### config.mk
export PLATFORM = sky130hd
export DESIGN_NAME = shf_unit
export DESIGN_NICKNAME = d
export VERILOG_FILES = /design/src/rtl/shf_pkg.sv /design/src/rtl/shf_count_mask.sv /design/src/rtl/shf_stage.sv /design/src/rtl/shf_barrel.sv /design/src/rtl/shf_orient.sv /design/src/rtl/shf_unit.sv
export SDC_FILE = /design/constraint.sdc
export NUM_CORES = 1
export LEC_CHECK = 0
export ABC_AREA = 1
export BUFFER_PORTS_ARGS = -buffer_cell sky130_fd_sc_hd__buf_2
export CAP_MARGIN = 10
export CORE_MARGIN = 4
export CORE_UTILIZATION = 45
export DETAILED_ROUTE_END_ITERATION = 10
export GPL_TIMING_DRIVEN = 0
export PLACE_DENSITY = 0.72
export SYNTH_ARGS = -nofsm -noshare
export SYNTH_HDL_FRONTEND = slang
export SYNTH_SLANG_ARGS = --single-unit
### constraint.sdc
create_clock -name vclk -period 3.9
set_clock_uncertainty 0.15 [all_clocks]
set_input_delay 0.39 -clock vclk [all_inputs]
set_output_delay 0.39 -clock vclk [all_outputs]
set_load 0.01 [all_outputs]
### src/rtl/shf_pkg.sv
package shf_pkg;
  typedef enum logic [1:0] {
    OP_LSL = 2'b00,
    OP_ASL = 2'b01,
    OP_LSR = 2'b10,
    OP_ASR = 2'b11
  } shf_op_e;

  function automatic logic is_left(input shf_op_e op);
    return (op == OP_LSL) || (op == OP_ASL);
  endfunction

  function automatic logic is_arith_right(input shf_op_e op);
    return op == OP_ASR;
  endfunction
endpackage

### src/rtl/shf_count_mask.sv
module shf_count_mask #(
  parameter int RCW = 8,
  parameter int DW  = 64,
  parameter int NW  = 32,
  localparam int CW  = $clog2(DW),
  localparam int NCW = $clog2(NW)
) (
  input  logic [RCW-1:0] raw_cnt,
  input  logic           wide,
  output logic [CW-1:0]  cnt_eff,
  output logic           cnt_zero
);
  always_comb begin
    if (wide) cnt_eff = raw_cnt[CW-1:0];
    else      cnt_eff = CW'(raw_cnt[NCW-1:0]);
    cnt_zero = (cnt_eff == '0);
  end

  always_comb begin
    if (!wide) a_r1_narrow_range: assert (cnt_eff < CW'(NW))
      else $error("R1 narrow count out of range");
  end
endmodule

### src/rtl/shf_stage.sv
module shf_stage #(
  parameter int EW = 65,
  parameter int S  = 1
) (
  input  logic [EW-1:0] din,
  input  logic          en,
  input  logic          fill,
  output logic [EW-1:0] dout
);
  always_comb begin
    if (en) dout = {{S{fill}}, din[EW-1:S]};
    else    dout = din;
  end
endmodule

### src/rtl/shf_barrel.sv
module shf_barrel #(
  parameter int DW = 64,
  localparam int CW = $clog2(DW),
  localparam int EW = DW + 1
) (
  input  logic [DW-1:0] word_in,
  input  logic [CW-1:0] cnt,
  input  logic          fill,
  output logic [DW-1:0] word_out,
  output logic          guard_out
);
  logic [EW-1:0] lvl [CW+1];

  assign lvl[0] = {word_in, 1'b0};

  for (genvar k = 0; k < CW; k++) begin : g_stage
    shf_stage #(.EW(EW), .S(1 << k)) u_stage (
      .din (lvl[k]),
      .en  (cnt[k]),
      .fill(fill),
      .dout(lvl[k+1])
    );
  end

  assign word_out  = lvl[CW][EW-1:1];
  assign guard_out = lvl[CW][0];
endmodule

### src/rtl/shf_orient.sv
module shf_orient #(
  parameter int DW = 64,
  parameter int NW = 32
) (
  input  logic [DW-1:0] din,
  input  logic          left,
  input  logic          wide,
  input  logic          upper_fill,
  output logic [DW-1:0] dout
);
  logic [DW-1:0] rev_full;
  logic [NW-1:0] rev_narrow;

  for (genvar i = 0; i < DW; i++) begin : g_rev_full
    assign rev_full[i] = din[DW-1-i];
  end
  for (genvar j = 0; j < NW; j++) begin : g_rev_narrow
    assign rev_narrow[j] = din[NW-1-j];
  end

  always_comb begin
    unique case ({left, wide})
      2'b11:   dout = rev_full;
      2'b10:   dout = {{(DW-NW){upper_fill}}, rev_narrow};
      2'b01:   dout = din;
      default: dout = {{(DW-NW){upper_fill}}, din[NW-1:0]};
    endcase
  end
endmodule

### src/rtl/shf_unit.sv
module shf_unit #(
  parameter int DW  = 64,
  parameter int NW  = 32,
  parameter int RCW = 8,
  localparam int CW = $clog2(DW)
) (
  input  logic [DW-1:0]  opnd,
  input  logic [RCW-1:0] raw_cnt,
  input  logic [1:0]     op_sel,
  input  logic           wide,
  input  logic           cin,
  output logic [DW-1:0]  res,
  output logic           cout
);
  import shf_pkg::*;

  shf_op_e       op;
  logic          left, arith_r, sign_bit, fill;
  logic [CW-1:0] cnt_eff;
  logic          cnt_zero;
  logic [DW-1:0] pre_word, shifted, post_word;
  logic          guard;

  assign op       = shf_op_e'(op_sel);
  assign left     = is_left(op);
  assign arith_r  = is_arith_right(op);
  assign sign_bit = wide ? opnd[DW-1] : opnd[NW-1];
  assign fill     = arith_r & sign_bit;

  shf_count_mask #(.RCW(RCW), .DW(DW), .NW(NW)) u_mask (
    .raw_cnt (raw_cnt),
    .wide    (wide),
    .cnt_eff (cnt_eff),
    .cnt_zero(cnt_zero)
  );

  shf_orient #(.DW(DW), .NW(NW)) u_pre (
    .din       (opnd),
    .left      (left),
    .wide      (wide),
    .upper_fill(fill),
    .dout      (pre_word)
  );

  shf_barrel #(.DW(DW)) u_barrel (
    .word_in  (pre_word),
    .cnt      (cnt_eff),
    .fill     (fill),
    .word_out (shifted),
    .guard_out(guard)
  );

  shf_orient #(.DW(DW), .NW(NW)) u_post (
    .din       (shifted),
    .left      (left),
    .wide      (wide),
    .upper_fill(1'b0),
    .dout      (post_word)
  );

  assign res  = post_word;
  assign cout = cnt_zero ? cin : guard;

  always_comb begin
    if (!wide) a_r9_upper_zero: assert (res[DW-1:NW] == '0)
      else $error("R9 upper half not zero");
    if (cnt_zero) a_r8_pass_through: assert (cout == cin &&
        res == (wide ? opnd : {{(DW-NW){1'b0}}, opnd[NW-1:0]}))
      else $error("R8 zero count changed state");
    if (left && !cnt_zero) a_r3_lsb_clear: assert (res[0] == 1'b0)
      else $error("R3 left shift left bit 0 set");
    if (op == OP_LSR && !cnt_zero) a_r6_top_zero: assert (
        (wide ? res[DW-1] : res[NW-1]) == 1'b0)
      else $error("R6 logical right top bit set");
    if (!left && !cnt_zero) a_r5_right_carry: assert (cout == opnd[cnt_eff - 1'b1])
      else $error("R5 right carry mismatch");
  end
endmodule

==> results summary <==
The number of fillers in the final layout is 1665. The initial core utilization came out at 46.1%. The ratio of routed vias to standard cells is 6.70.

In this run the count of I/O pins placed on the die edge is 141. The area of the placeable core is 14600 um^2. The count of antenna diodes in the layout is 0.

The netlist area before placement is 6730 um^2. The first global-routing pass estimated 58600 um of wire. Post-CTS repair changed the size of 0 cells. The largest net degree at the start of global routing came out at 11. The final instance area is 7650 um^2. Setup repair after global routing left no endpoint under its margin. The total of hold buffers inserted after clock tree synthesis is 0. The number of pins with negative max-slew slack in the final report came to 0. Routability-driven placement finished with a final weighted congestion of 1.12. Subtracting the final worst setup slack from the clock period gives 3410 ps. The tightest min-delay check is of the primary input to primary output type.

The die width came out at 130 um. The biggest area contributor in the post-synthesis netlist is sky130_fd_sc_hd__nand3_1. After the first detailed-routing iteration, the DRC count stood at 2139. The worst setup slack after layout came out at 493 ps. The synthesis warning total is 0. The cell depth of the worst min-delay path is 4. The path with the worst hold slack has its endpoint at cout. Tracing the worst setup path back leads to its startpoint at wide. The post-synth net total is 1501. The endpoint kind of the worst setup timing path is a primary output. The worst-case vdd ir drop came out at 0.0691 mV. The summed negative setup slack over all endpoints came out at 0 ps. Before antenna repair, the detailed router went through 7 iterations.

The routed wire length per instance came out at 22.6 um. The peak fanout along the critical path came out at 10. The final route contains 11.7k vias.

The final wirelength came out at 39500 um. After the last flow step, the layout net total stands at 1640. From synthesis to final layout, the design area changed by 13.6%.

Setup violations remaining at the end of the flow were counted as 0. The number of max-cap violations came out at 0. The number of input and output port buffers inserted came out at 137. The area taken by flip-flops and latches came out at 0 um^2. Of the cells placed in the final design, the portion with a size suffix greater than 1 is 15.9%.

The data arrival time of the critical path came out at 2870 ps. The static leakage came out at 4.12 nW. The synthesized instance count is 1425.

By area the synthesized netlist is led by sky130_fd_sc_hd__nand3_1 55%, sky130_fd_sc_hd__nand2_1 24%, sky130_fd_sc_hd__buf_2 4.2%, sky130_fd_sc_hd__nand3_2 2.7%, sky130_fd_sc_hd__inv_1 2.4%. The vertical extent of the die came out at 130 um. The final-layout clock buffer total is 0.

The type of origin of the critical path is a primary input. The floorplan step defined a die boundary enclosing 17000 um^2. The instance area at placement is 7650 um^2. For this run, global-route usage on met2 was measured as 64.4%. The flow ran to the end, and the final reports show no timing, DRC or antenna violations. The timing-limited maximum frequency came out at 294 MHz.

The per-instance average area after synthesis came out at 4.72 um^2. The transition time of the tightest slew-check pin came out at 876 ps. For this run the aggregate overflow at the end of global routing stands at 0. The startpoint identified for the worst hold timing path is cin.

The synthesized design devotes to its leading area cell type 54.8% of total area. The post-synthesis cell type count came out at 27. The critical path is of the primary input to primary output type. For met1 alone, demand over resource in global routing was 62.6%.

The post-placement worst setup slack came out at 702 ps. The final-report hold violation count is 0. The number of global-route vias before repair is 10.2k.

The count of nets left with antenna violations once routing finished came out at 0. The worst path uses 87.4% of the clock period. The share of the Yosys chip area taken by registers is 0%. The headroom to the max-slew limit came out at 41.0%. The count of sequential standard cells is 0. The half-perimeter wire length after detailed placement came out at 33200 um. The number of antenna violations at the first check in global routing came out at 0.

The global routing stage identified its most utilized layer as met2. The number of standard-cell rows in the floorplan came out at 44. In this run the power density over the cells is 187 nW/um^2.

The data required time at the worst endpoint came out at 3360 ps. The total global routing track utilization came out at 44.8%. The number of buffers inserted by post-CTS setup repair came out at 0.

The post-route DRC violation count is 0. The met3 global-route usage came out at 17.2%.
[cell families (layout without fill, tap and decap cells)]
logic type | after synthesis | count (layout) | share of synthesized area [%]
AOI/OAI and AO/OA | 39 | 39 | 3.01
muxes | 1 | 1 | 0.149
and+or+nand+nor | 1212 | 1212 | 84.4
buffers and inverters | 173 | 310 | 12.5
[worst max-delay path: stages]
cell	delay, ps
sky130_fd_sc_hd__buf_2	130
sky130_fd_sc_hd__nand2_1	100
sky130_fd_sc_hd__buf_2	220
sky130_fd_sc_hd__o21ai_0	540
sky130_fd_sc_hd__inv_1	160
sky130_fd_sc_hd__nand3_1	150
sky130_fd_sc_hd__nand3_1	150
sky130_fd_sc_hd__nand3_1	150
sky130_fd_sc_hd__nand3_2	100
sky130_fd_sc_hd__nand3_1	240
sky130_fd_sc_hd__nand3_1	180
sky130_fd_sc_hd__nand3_1	110
sky130_fd_sc_hd__nand3_1	90
sky130_fd_sc_hd__buf_2	160
[worst max path at each step]
stage          endpoint  slack (ps)  depth (start not counted)
3_3_place_gp    res[17]         690                         11
5_1_grt          res[8]         390                         14
4_1_cts         res[17]         700                         11
3_5_place_dp    res[17]         700                         11
6_report         res[0]         490                         14
2_1_floorplan   res[11]        1580                         16
[metal layers]
| metal | share of wire [%] | wire length [um] |
|---|---|---|
| met4 | 3.5 | 1360 |
| met2 | 40 | 15800 |
| met3 | 18 | 7080 |
| met1 | 38 | 15200 |
| met5 | 0 | 0 |
[synthesized netlist by cell type (all sizes together)]
master   number
nand3       755
o2bb2ai       1
a22oi         1
mux2i         1
o21ai        36
nand2       438
clkbuf       29
nor2          9
clkinv        1
nand4        10
buf          96
inv          47
o22ai         1
[through the flow]
stage	utilization [%]	hold slack, ps	cells	power, mW
finish	52.4	980	1746	1.43
global placement	52.4	975	1746	1.35
global route	52.4	1010	1746	1.52
detailed placement	52.4	980	1746	1.35
floorplan	-	809	1425	0.869
CTS	52.4	982	1746	1.35
[report_power, final]
part	leakage, nW	internal, mW	switching, mW
sequential	0	0	0
combinational	4.12	0.424	1.00
clock	0	0	0
total	4.12	0.424	1.00
[layout by cell type (no fill, tap or decap)]
| cell type | instances |
|---|---|
| sky130_fd_sc_hd__a22oi_1 | 1 |
| sky130_fd_sc_hd__buf_1 | 20 |
| sky130_fd_sc_hd__buf_2 | 193 |
| sky130_fd_sc_hd__buf_4 | 11 |
| sky130_fd_sc_hd__buf_6 | 8 |
| sky130_fd_sc_hd__buf_8 | 1 |
| sky130_fd_sc_hd__clkbuf_1 | 27 |
| sky130_fd_sc_hd__clkbuf_2 | 2 |
| sky130_fd_sc_hd__clkinv_1 | 1 |
| sky130_fd_sc_hd__inv_1 | 43 |
| sky130_fd_sc_hd__inv_2 | 2 |
| sky130_fd_sc_hd__inv_4 | 2 |
| sky130_fd_sc_hd__mux2i_1 | 1 |
| sky130_fd_sc_hd__nand2_1 | 429 |
| sky130_fd_sc_hd__nand2_2 | 6 |
| sky130_fd_sc_hd__nand2_4 | 2 |
| sky130_fd_sc_hd__nand2_8 | 1 |
| sky130_fd_sc_hd__nand3_1 | 737 |
| sky130_fd_sc_hd__nand3_2 | 18 |
| sky130_fd_sc_hd__nand4_1 | 10 |
| sky130_fd_sc_hd__nor2_1 | 7 |
| sky130_fd_sc_hd__nor2_4 | 1 |
| sky130_fd_sc_hd__nor2_8 | 1 |
| sky130_fd_sc_hd__o21ai_0 | 28 |
| sky130_fd_sc_hd__o21ai_1 | 8 |
| sky130_fd_sc_hd__o22ai_1 | 1 |
| sky130_fd_sc_hd__o2bb2ai_1 | 1 |
[area by class of cell]
type | count | area [um^2] | share of cell area (%)
Tap cell | 184 | 230 | 3.01
Multi-Input combinational cell | 1252 | 5890 | 77.0
Timing Repair Buffer | 137 | 686 | 8.97
Inverter | 48 | 185 | 2.42
Buffer | 125 | 654 | 8.56
Power figures use the tool's default switching activity.
